**src/rtl/mmpf_pkg.sv**
```systemverilog
package mmpf_pkg;

    typedef enum logic [1:0] {
        ST_IDLE   = 2'd0,
        ST_PREF   = 2'd1,
        ST_DIRECT = 2'd2
    } rd_state_e;

    localparam logic [1:0] SZ_BYTE = 2'd0;
    localparam logic [1:0] SZ_HALF = 2'd1;
    localparam logic [1:0] SZ_WORD = 2'd2;

endpackage

```
**src/rtl/mmpf_fifo.sv**
```systemverilog
module mmpf_fifo #(
    parameter int DEPTH = 4,
    parameter int DW    = 32
) (
    input  logic                         clk,
    input  logic                         rst_n,
    input  logic                         flush,
    input  logic                         push,
    input  logic [DW-1:0]                din,
    input  logic                         pop,
    output logic [DW-1:0]                dout,
    output logic [$clog2(DEPTH+1)-1:0]   count,
    output logic                         full,
    output logic                         empty
);
    localparam int PW = $clog2(DEPTH);
    localparam int CW = $clog2(DEPTH + 1);
    localparam logic [PW-1:0] LAST = PW'(DEPTH - 1);

    logic [DW-1:0] mem [DEPTH];
    logic [PW-1:0] wr_ptr, rd_ptr;

    assign full  = (count == CW'(DEPTH));
    assign empty = (count == '0);
    assign dout  = mem[rd_ptr];

    always_ff @(posedge clk) begin
        if (push) mem[wr_ptr] <= din;
    end

    always_ff @(posedge clk or negedge rst_n) begin
        if (!rst_n) begin
            wr_ptr <= '0;
            rd_ptr <= '0;
            count  <= '0;
        end else if (flush) begin
            wr_ptr <= '0;
            rd_ptr <= '0;
            count  <= '0;
        end else begin
            if (push) wr_ptr <= (wr_ptr == LAST) ? '0 : wr_ptr + 1'b1;
            if (pop)  rd_ptr <= (rd_ptr == LAST) ? '0 : rd_ptr + 1'b1;
            if (push && !pop)      count <= count + 1'b1;
            else if (pop && !push) count <= count - 1'b1;
        end
    end

    assert_no_overflow_R4: assert property (@(posedge clk) disable iff (!rst_n)
        push |-> !full);
    assert_no_underflow_R3: assert property (@(posedge clk) disable iff (!rst_n)
        pop |-> !empty);

endmodule

```
**src/rtl/mmpf_lane.sv**
```systemverilog
module mmpf_lane #(
    parameter int DW = 32
) (
    input  logic [DW-1:0]             word,
    input  logic [$clog2(DW/8)-1:0]   ofs,
    input  logic [1:0]                size,
    output logic [DW-1:0]             lanes
);
    import mmpf_pkg::*;
    localparam int NL = DW / 8;
    localparam int OW = $clog2(NL);

    for (genvar gi = 0; gi < NL; gi++) begin : g_lane
        localparam logic [OW-1:0] LN = OW'(gi);
        logic keep;
        assign keep = (size == SZ_WORD)
                   || (size == SZ_HALF && ofs[OW-1:1] == LN[OW-1:1])
                   || (size == SZ_BYTE && ofs == LN);
        assign lanes[gi*8 +: 8] = keep ? word[gi*8 +: 8] : 8'h00;
    end

endmodule

```
**src/rtl/mmpf_remap.sv**
```systemverilog
module mmpf_remap #(
    parameter int ADDR_W  = 32,
    parameter int REMAP_W = 12
) (
    input  logic [REMAP_W-1:0]          remap_hi,
    input  logic [ADDR_W-REMAP_W-3:0]   word_low,
    output logic [ADDR_W-1:0]           flash_addr
);
    assign flash_addr = {remap_hi, word_low, 2'b00};
endmodule

```
**src/rtl/mmpf_read_ctrl.sv**
```systemverilog
module mmpf_read_ctrl #(
    parameter int DATA_W     = 32,
    parameter int REMAP_W    = 12,
    parameter int FIFO_DEPTH = 4
) (
    input  logic                 clk,
    input  logic                 rst_n,
    input  logic                 map_en,
    input  logic                 dma_en,
    input  logic [REMAP_W-1:0]   remap_hi,
    input  logic                 bus_req,
    input  logic [31:0]          bus_addr,
    input  logic [1:0]           bus_size,
    output logic                 bus_ready,
    output logic [DATA_W-1:0]    bus_rdata,
    output logic                 fl_req,
    output logic                 fl_cs,
    output logic [31:0]          fl_addr,
    input  logic                 fl_ack,
    input  logic [DATA_W-1:0]    fl_rdata,
    output logic                 dma_req
);
    import mmpf_pkg::*;

    localparam int ADDR_W = 32;
    localparam int WA_W   = ADDR_W - 2;
    localparam int LOW_W  = ADDR_W - REMAP_W - 2;
    localparam int CNT_W  = $clog2(FIFO_DEPTH + 1);

    rd_state_e st, st_nx;

    logic              stream_on;
    logic [WA_W-1:0]   exp_w, pf_w, cur_w;
    logic [1:0]        cur_ofs, cur_size;

    logic [WA_W-1:0]   bus_w;
    logic              acc, hit, miss, in_idle;
    logic              start_direct, start_pref, pop, push, flush;
    logic [LOW_W-1:0]  map_low;
    logic [ADDR_W-1:0] map_addr;
    logic [DATA_W-1:0] f_dout, lane_out;
    logic [CNT_W-1:0]  f_count;
    logic              f_full, f_empty;

    // request decode
    assign bus_w        = bus_addr[ADDR_W-1:2];
    assign acc          = bus_req && !bus_ready;
    assign hit          = acc && (bus_size == SZ_WORD) && stream_on && (bus_w == exp_w);
    assign miss         = acc && !hit;
    assign in_idle      = (st == ST_IDLE);
    assign start_direct = in_idle && map_en && miss;
    assign start_pref   = in_idle && map_en && !miss && stream_on && !f_full;
    assign pop          = in_idle && map_en && hit && !f_empty;
    assign flush        = in_idle && (!map_en || miss);
    assign push         = (st == ST_PREF) && fl_ack && map_en && !miss;
    assign map_low      = start_direct ? bus_w[LOW_W-1:0] : pf_w[LOW_W-1:0];
    assign fl_cs        = (st != ST_IDLE);

    mmpf_fifo #(.DEPTH(FIFO_DEPTH), .DW(DATA_W)) u_fifo (
        .clk   (clk),
        .rst_n (rst_n),
        .flush (flush),
        .push  (push),
        .din   (fl_rdata),
        .pop   (pop),
        .dout  (f_dout),
        .count (f_count),
        .full  (f_full),
        .empty (f_empty)
    );

    mmpf_remap #(.ADDR_W(ADDR_W), .REMAP_W(REMAP_W)) u_remap (
        .remap_hi   (remap_hi),
        .word_low   (map_low),
        .flash_addr (map_addr)
    );

    mmpf_lane #(.DW(DATA_W)) u_lane (
        .word  (fl_rdata),
        .ofs   (cur_ofs),
        .size  (cur_size),
        .lanes (lane_out)
    );

    // state register
    always_ff @(posedge clk or negedge rst_n) begin
        if (!rst_n) st <= ST_IDLE;
        else        st <= st_nx;
    end

    always_comb begin
        st_nx = st;
        unique case (st)
            ST_IDLE: begin
                if (start_direct)    st_nx = ST_DIRECT;
                else if (start_pref) st_nx = ST_PREF;
            end
            ST_PREF:   if (fl_ack) st_nx = ST_IDLE;
            ST_DIRECT: if (fl_ack) st_nx = ST_IDLE;
            default:   st_nx = ST_IDLE;
        endcase
    end

    // outputs and datapath
    always_ff @(posedge clk or negedge rst_n) begin
        if (!rst_n) begin
            bus_ready <= 1'b0;
            bus_rdata <= '0;
            fl_req    <= 1'b0;
            fl_addr   <= '0;
            dma_req   <= 1'b0;
            stream_on <= 1'b0;
            exp_w     <= '0;
            pf_w      <= '0;
            cur_w     <= '0;
            cur_ofs   <= '0;
            cur_size  <= '0;
        end else begin
            bus_ready <= 1'b0;
            fl_req    <= 1'b0;
            dma_req   <= 1'b0;
            unique case (st)
                ST_IDLE: begin
                    if (acc && !map_en) begin
                        bus_ready <= 1'b1;
                        bus_rdata <= '0;
                    end
                    if (!map_en || miss) stream_on <= 1'b0;
                    if (start_direct) begin
                        fl_req   <= 1'b1;
                        fl_addr  <= map_addr;
                        cur_w    <= bus_w;
                        cur_ofs  <= bus_addr[1:0];
                        cur_size <= bus_size;
                    end else if (start_pref) begin
                        fl_req  <= 1'b1;
                        fl_addr <= map_addr;
                    end
                    if (pop) begin
                        bus_ready <= 1'b1;
                        bus_rdata <= f_dout;
                        exp_w     <= exp_w + 1'b1;
                    end
                end
                ST_PREF: begin
                    if (push) begin
                        pf_w    <= pf_w + 1'b1;
                        dma_req <= dma_en;
                    end
                end
                ST_DIRECT: begin
                    if (fl_ack && map_en) begin
                        bus_ready <= 1'b1;
                        bus_rdata <= lane_out;
                        if (cur_size == SZ_WORD) begin
                            stream_on <= 1'b1;
                            exp_w     <= cur_w + 1'b1;
                            pf_w      <= cur_w + 1'b1;
                        end
                    end
                end
                default: ;
            endcase
        end
    end

    assert_remap_field_R2: assert property (@(posedge clk) disable iff (!rst_n)
        fl_req |-> fl_addr[ADDR_W-1 -: REMAP_W] == $past(remap_hi));
    assert_fill_tracks_R4: assert property (@(posedge clk) disable iff (!rst_n)
        stream_on |-> (pf_w - exp_w) == WA_W'(f_count));
    assert_dma_gated_R7: assert property (@(posedge clk) disable iff (!rst_n)
        dma_req |-> $past(dma_en));
    assert_cs_gap_R8: assert property (@(posedge clk) disable iff (!rst_n)
        fl_ack |=> !fl_cs);
    assert_req_in_cs_R8: assert property (@(posedge clk) disable iff (!rst_n)
        fl_req |-> fl_cs);
    assert_idle_off_R9: assert property (@(posedge clk) disable iff (!rst_n)
        (!fl_cs && !map_en) |=> !fl_cs);
    assert_ready_pulse_R10: assert property (@(posedge clk) disable iff (!rst_n)
        bus_ready |=> !bus_ready);

endmodule

```
**config.mk**
```make
export PLATFORM = sky130hd
export DESIGN_NAME = mmpf_read_ctrl
export DESIGN_NICKNAME = d
export VERILOG_FILES = /design/src/rtl/mmpf_pkg.sv /design/src/rtl/mmpf_fifo.sv /design/src/rtl/mmpf_lane.sv /design/src/rtl/mmpf_remap.sv /design/src/rtl/mmpf_read_ctrl.sv
export SDC_FILE = /design/constraint.sdc
export NUM_CORES = 1
export LEC_CHECK = 0
export BUFFER_PORTS_ARGS = -buffer_cell sky130_fd_sc_hd__buf_4
export CORE_ASPECT_RATIO = 2
export CORE_MARGIN = 2
export CORE_UTILIZATION = 54
export DETAILED_ROUTE_END_ITERATION = 10
export GPL_TIMING_DRIVEN = 0
export PLACE_DENSITY_LB_ADDON = 0.15
export SYNTH_ARGS = -nofsm -noshare
export SYNTH_HDL_FRONTEND = slang
export SYNTH_HIERARCHICAL = 1
export SYNTH_SLANG_ARGS = --single-unit
export TNS_END_PERCENT = 1
```
**constraint.sdc**
```tcl
create_clock -name clk -period 2.9 [get_ports clk]
set_clock_uncertainty 0.15 [all_clocks]
set_input_delay 0.435 -clock clk [delete_from_list [all_inputs] [get_ports clk]]
set_output_delay 0.435 -clock clk [all_outputs]
set_load 0.02 [all_outputs]
```
==> flow_summary.toml <==
[detailed_routing]
first_pass_iters = 5
routed_wirelength_microns = 43000
drtAntennaViolNets = 0
remaining_drc_errors = 0
route.detailed.wl_per_inst_microns = 23.6
vias_per_cell = 5.93
drt_first_iter_violations = 678
vias = 10785

[pwr]
p_clk_share_pct = 21.3
pwr-share-seq_pct = 37.3
leakage_nw = 7.53
powerDensity_mw_per_mm2 = 921
vdd_drop_max_mv = 0.736
switching_share_pct = 37.8
power.switching_w = 0.00640
relative_contribution_of_combinational_cells_to_total_power_pct = 41.4
p_int_w = 0.0105

[setup_path]
worstPathArrival_ns = 3.53
timing.critical_path.to_type = "flop"
worst-path-max-fanout = 8
path_cells = "buf_8, xor2_4, nor4_4, nand4_1, buf_4, nor4b_4, buf_4, buf_6, o211ai_1, o21ai_4, buf_12, clkbuf_16, mux2_2"
cp_slowest_stage_delay_ns = 0.38
crit_path_frequent_cell = "buf_4"
worst-endpoint-required_ns = 3.19
start_kind = "flop"
worst_path_max_delay_cell = "dfrtp_1"
timing.setup.critical_path_class = "flop to flop"

[timing]
fmax_mhz = 308
worst-slew-pin-transition_ns = 0.866
final.min_clock_period_ns = 3.24
finalWorstSetupSlack_ns = -0.343
post-route-period-util_pct = 112
finalHoldViolations = 0
timing.max_slew.rel_slack_pct = 42.3
slew_violations = 0
setup_viol_count_final = 215
unrepaired_setup_endpoints_after_global_routing = "yes"

[logic_synthesis]
post_synthesis_area_per_instance_sq_um = 12.2
cells_after_synthesis = 1181
synthDistinctLibCells = 75
synth-async-reset-ratio_pct = 55.4
synth.top_cells.by_area = "dfrtp_1, edfxtp_1, mux2_2"
seq_area_frac_synth_pct = 54.2
postSynth.topFlopCell = "dfrtp_1"
netlist_area_sq_mm = 0.0144
post-synth-top-area-cell = "dfrtp_1"
synth_top_area_share_pct = 27.6
ys_seq_elements = 287
yosys_warnings = 6
synth_edf_count = 128

[place]
numPlacedInstances = 1666
dpl-instance-area_sq_mm = 0.0160
buffers_on_ports = 139
place_congestion = 0.972
hpwlAfterDp_microns = 29600

[finish]
layout-area-overhead-vs-synth_pct = 27.3
diodes = 0
layoutNonFillerInstCount = 1819
finish.net_count = 1551
drive_gt1_share_pct = 33.6
layout.cell_area.non_filler_sq_mm = 0.0184

[floorplanning]
dieHeight_microns = 235
placement_rows = 84
pin_count = 152
die_x_extent_microns = 120
area_of_the_die_sq_mm = 0.0281
core-area_sq_mm = 0.0263
initial_utilization_pct = 54.9

[cts]
clkSinkCount = 287
clk_path_buf_depth = 3
tritoncts.num_buffers = 27
insertion_delay_ns = 0.56
cts.htree.levels = 1
cts.clk_slew.worst_paths_ns = 0.06
tritoncts_clock_tree = "built"
clockRootBuffer = "clkbuf_16"

[flow_run]
drv.max_cap_violation_count = 0

[worst_hold_path]
worst_min_delay_path_category = "primary input to flop"

[global_route]
globalRoute.totalOverflow = 0
antenna_found_initial = 0
track_usage_pct = 30.2
number_of_global_route_vias_before_repair = 11434
grt_pass1_wl_microns = 64500
grt_start_max_net_pins = 104

[run_status]
violations_in_the_final_reports = "negative setup slack"
run_status = "complete, but fails checks"
-- worst paths after layout --
path                          startpoint             to  slack [ns]  depth (start not counted)
setup / recovery                exp_w[2]  bus_rdata[15]       -0.34                         13
hold / removal               bus_addr[7]       cur_w[5]        0.02                          2
setup reg to reg                exp_w[2]  bus_rdata[15]       -0.34                         13
hold reg to reg            bus_rdata[11]  bus_rdata[11]        0.35                          1
max in group asynchronous          rst_n  bus_rdata[13]        1.39                          3
min in group asynchronous          rst_n       cur_w[4]        0.26                          2
-- final cells by class --
type	instances	area (sq um)
repair buffers	247	2130
inverters	21	83.8
fillers	1907	7900
plain buffers	96	782
flip-flops and latches	287	7830
multi-input cells	775	6230
clock inverters	15	161
well taps	344	430
clock buffers	34	722
-- sequential cells by signal, indices dropped and copies added (netlist names) --
signal / count
stream_on: 1
u_fifo/count: 3
pf_w: 18
exp_w: 30
u_fifo/mem: 128
cur_ofs: 2
cur_size: 2
fl_addr: 32
bus_ready: 1
bus_rdata: 32
u_fifo/wr_ptr: 2
u_fifo/rd_ptr: 2
cur_w: 30
fl_req: 1
st: 2
dma_req: 1
-- cells in the mapped netlist, types with 12 or more instances --
library cell / n
nor3_1: 14
clkbuf_1: 29
nor2_1: 77
nand3_1: 55
edfxtp_1: 128
nand2_1: 128
and2_1: 19
o21ai_0: 46
mux2_2: 110
xor2_1: 41
and3_1: 17
o22a_1: 13
a21oi_1: 39
inv_1: 21
mux4_2: 28
buf_2: 16
xnor2_1: 18
buf_4: 42
nand4_1: 12
dfrtp_1: 159
-- through the flow --
step / power, W / utilization, % / TNS, ns / hold WS, ns / worst slack [ns]
after floorplan: 0.0101 / - / -7.49 / -0.0106 / -0.111
after global placement: 0.0124 / 60.8 / -199.34 / 0.337 / -0.970
after detailed placement: 0.0126 / 60.9 / -199.44 / 0.254 / -0.991
after CTS: 0.0165 / 68.2 / -22.08 / 0.000193 / -0.170
after global routing: 0.0177 / 69.9 / -68.51 / 0.00584 / -0.417
final: 0.0169 / 69.9 / -44.78 / 0.0176 / -0.343
-- power by group through the flow --
stage	clock network (W)	logic (W)	registers [W]
CTS	0.00366	0.00659	0.00626
finish	0.00360	0.00700	0.00631
detailed placement	0	0.00625	0.00634
global placement	0	0.00615	0.00629
global route	0.00382	0.00743	0.00644
floorplan	0	0.00352	0.00663
-- per-layer routing --
layer,track usage (%),routed length [microns]
met1,30.1,13800
met2,56.3,23800
met3,4.58,2270
met4,20.1,3150
met5,0,0
-- critical path, delay by kind of cell, from the launching register on --
kind            cells  cell delay, ns
buf+inv             6            1.00
simple gates        3            0.84
flops               1            0.38
mux                 1            0.33
compound gates      2            0.27
xor+xnor            1            0.16
-- cells in the final DEF (no fill, tap or decap), types with 37 or more instances in the layout --
| cell type | instances |
|---|---|
| o21ai_0 | 43 |
| mux2_2 | 74 |
| a21oi_1 | 38 |
| dlygate4sd3_1 | 69 |
| xor2_1 | 37 |
| nor2_1 | 74 |
| edfxtp_1 | 128 |
| buf_4 | 205 |
| nand2_1 | 128 |
| dfrtp_1 | 152 |
| nand3_1 | 54 |
| mux2_4 | 37 |
-- cells by family after synthesis --
logic type | Yosys count | share of synthesized area, %
multiplexers | 149 | 14.2
buffers and inverters | 120 | 5.01
XOR/XNOR | 59 | 3.58
AO/OA/AOI/OAI | 160 | 7.22
adder cells (fa/ha/maj) | 12 | 1.09
other | 1 | 0.0260
flip-flops | 287 | 54.2
AND/OR/NAND/NOR | 393 | 14.7
-- repair_timing --
action	4_1_cts	5_1_grt
gates resized for setup	61	66
gates cloned	0	3
pin swaps	12	21
endpoints found under the hold margin	220	0
hold buffers	69	0
buffers inserted	22	14
endpoints found under the setup margin	278	259
Note: power is estimated with default switching activity, not from simulation.
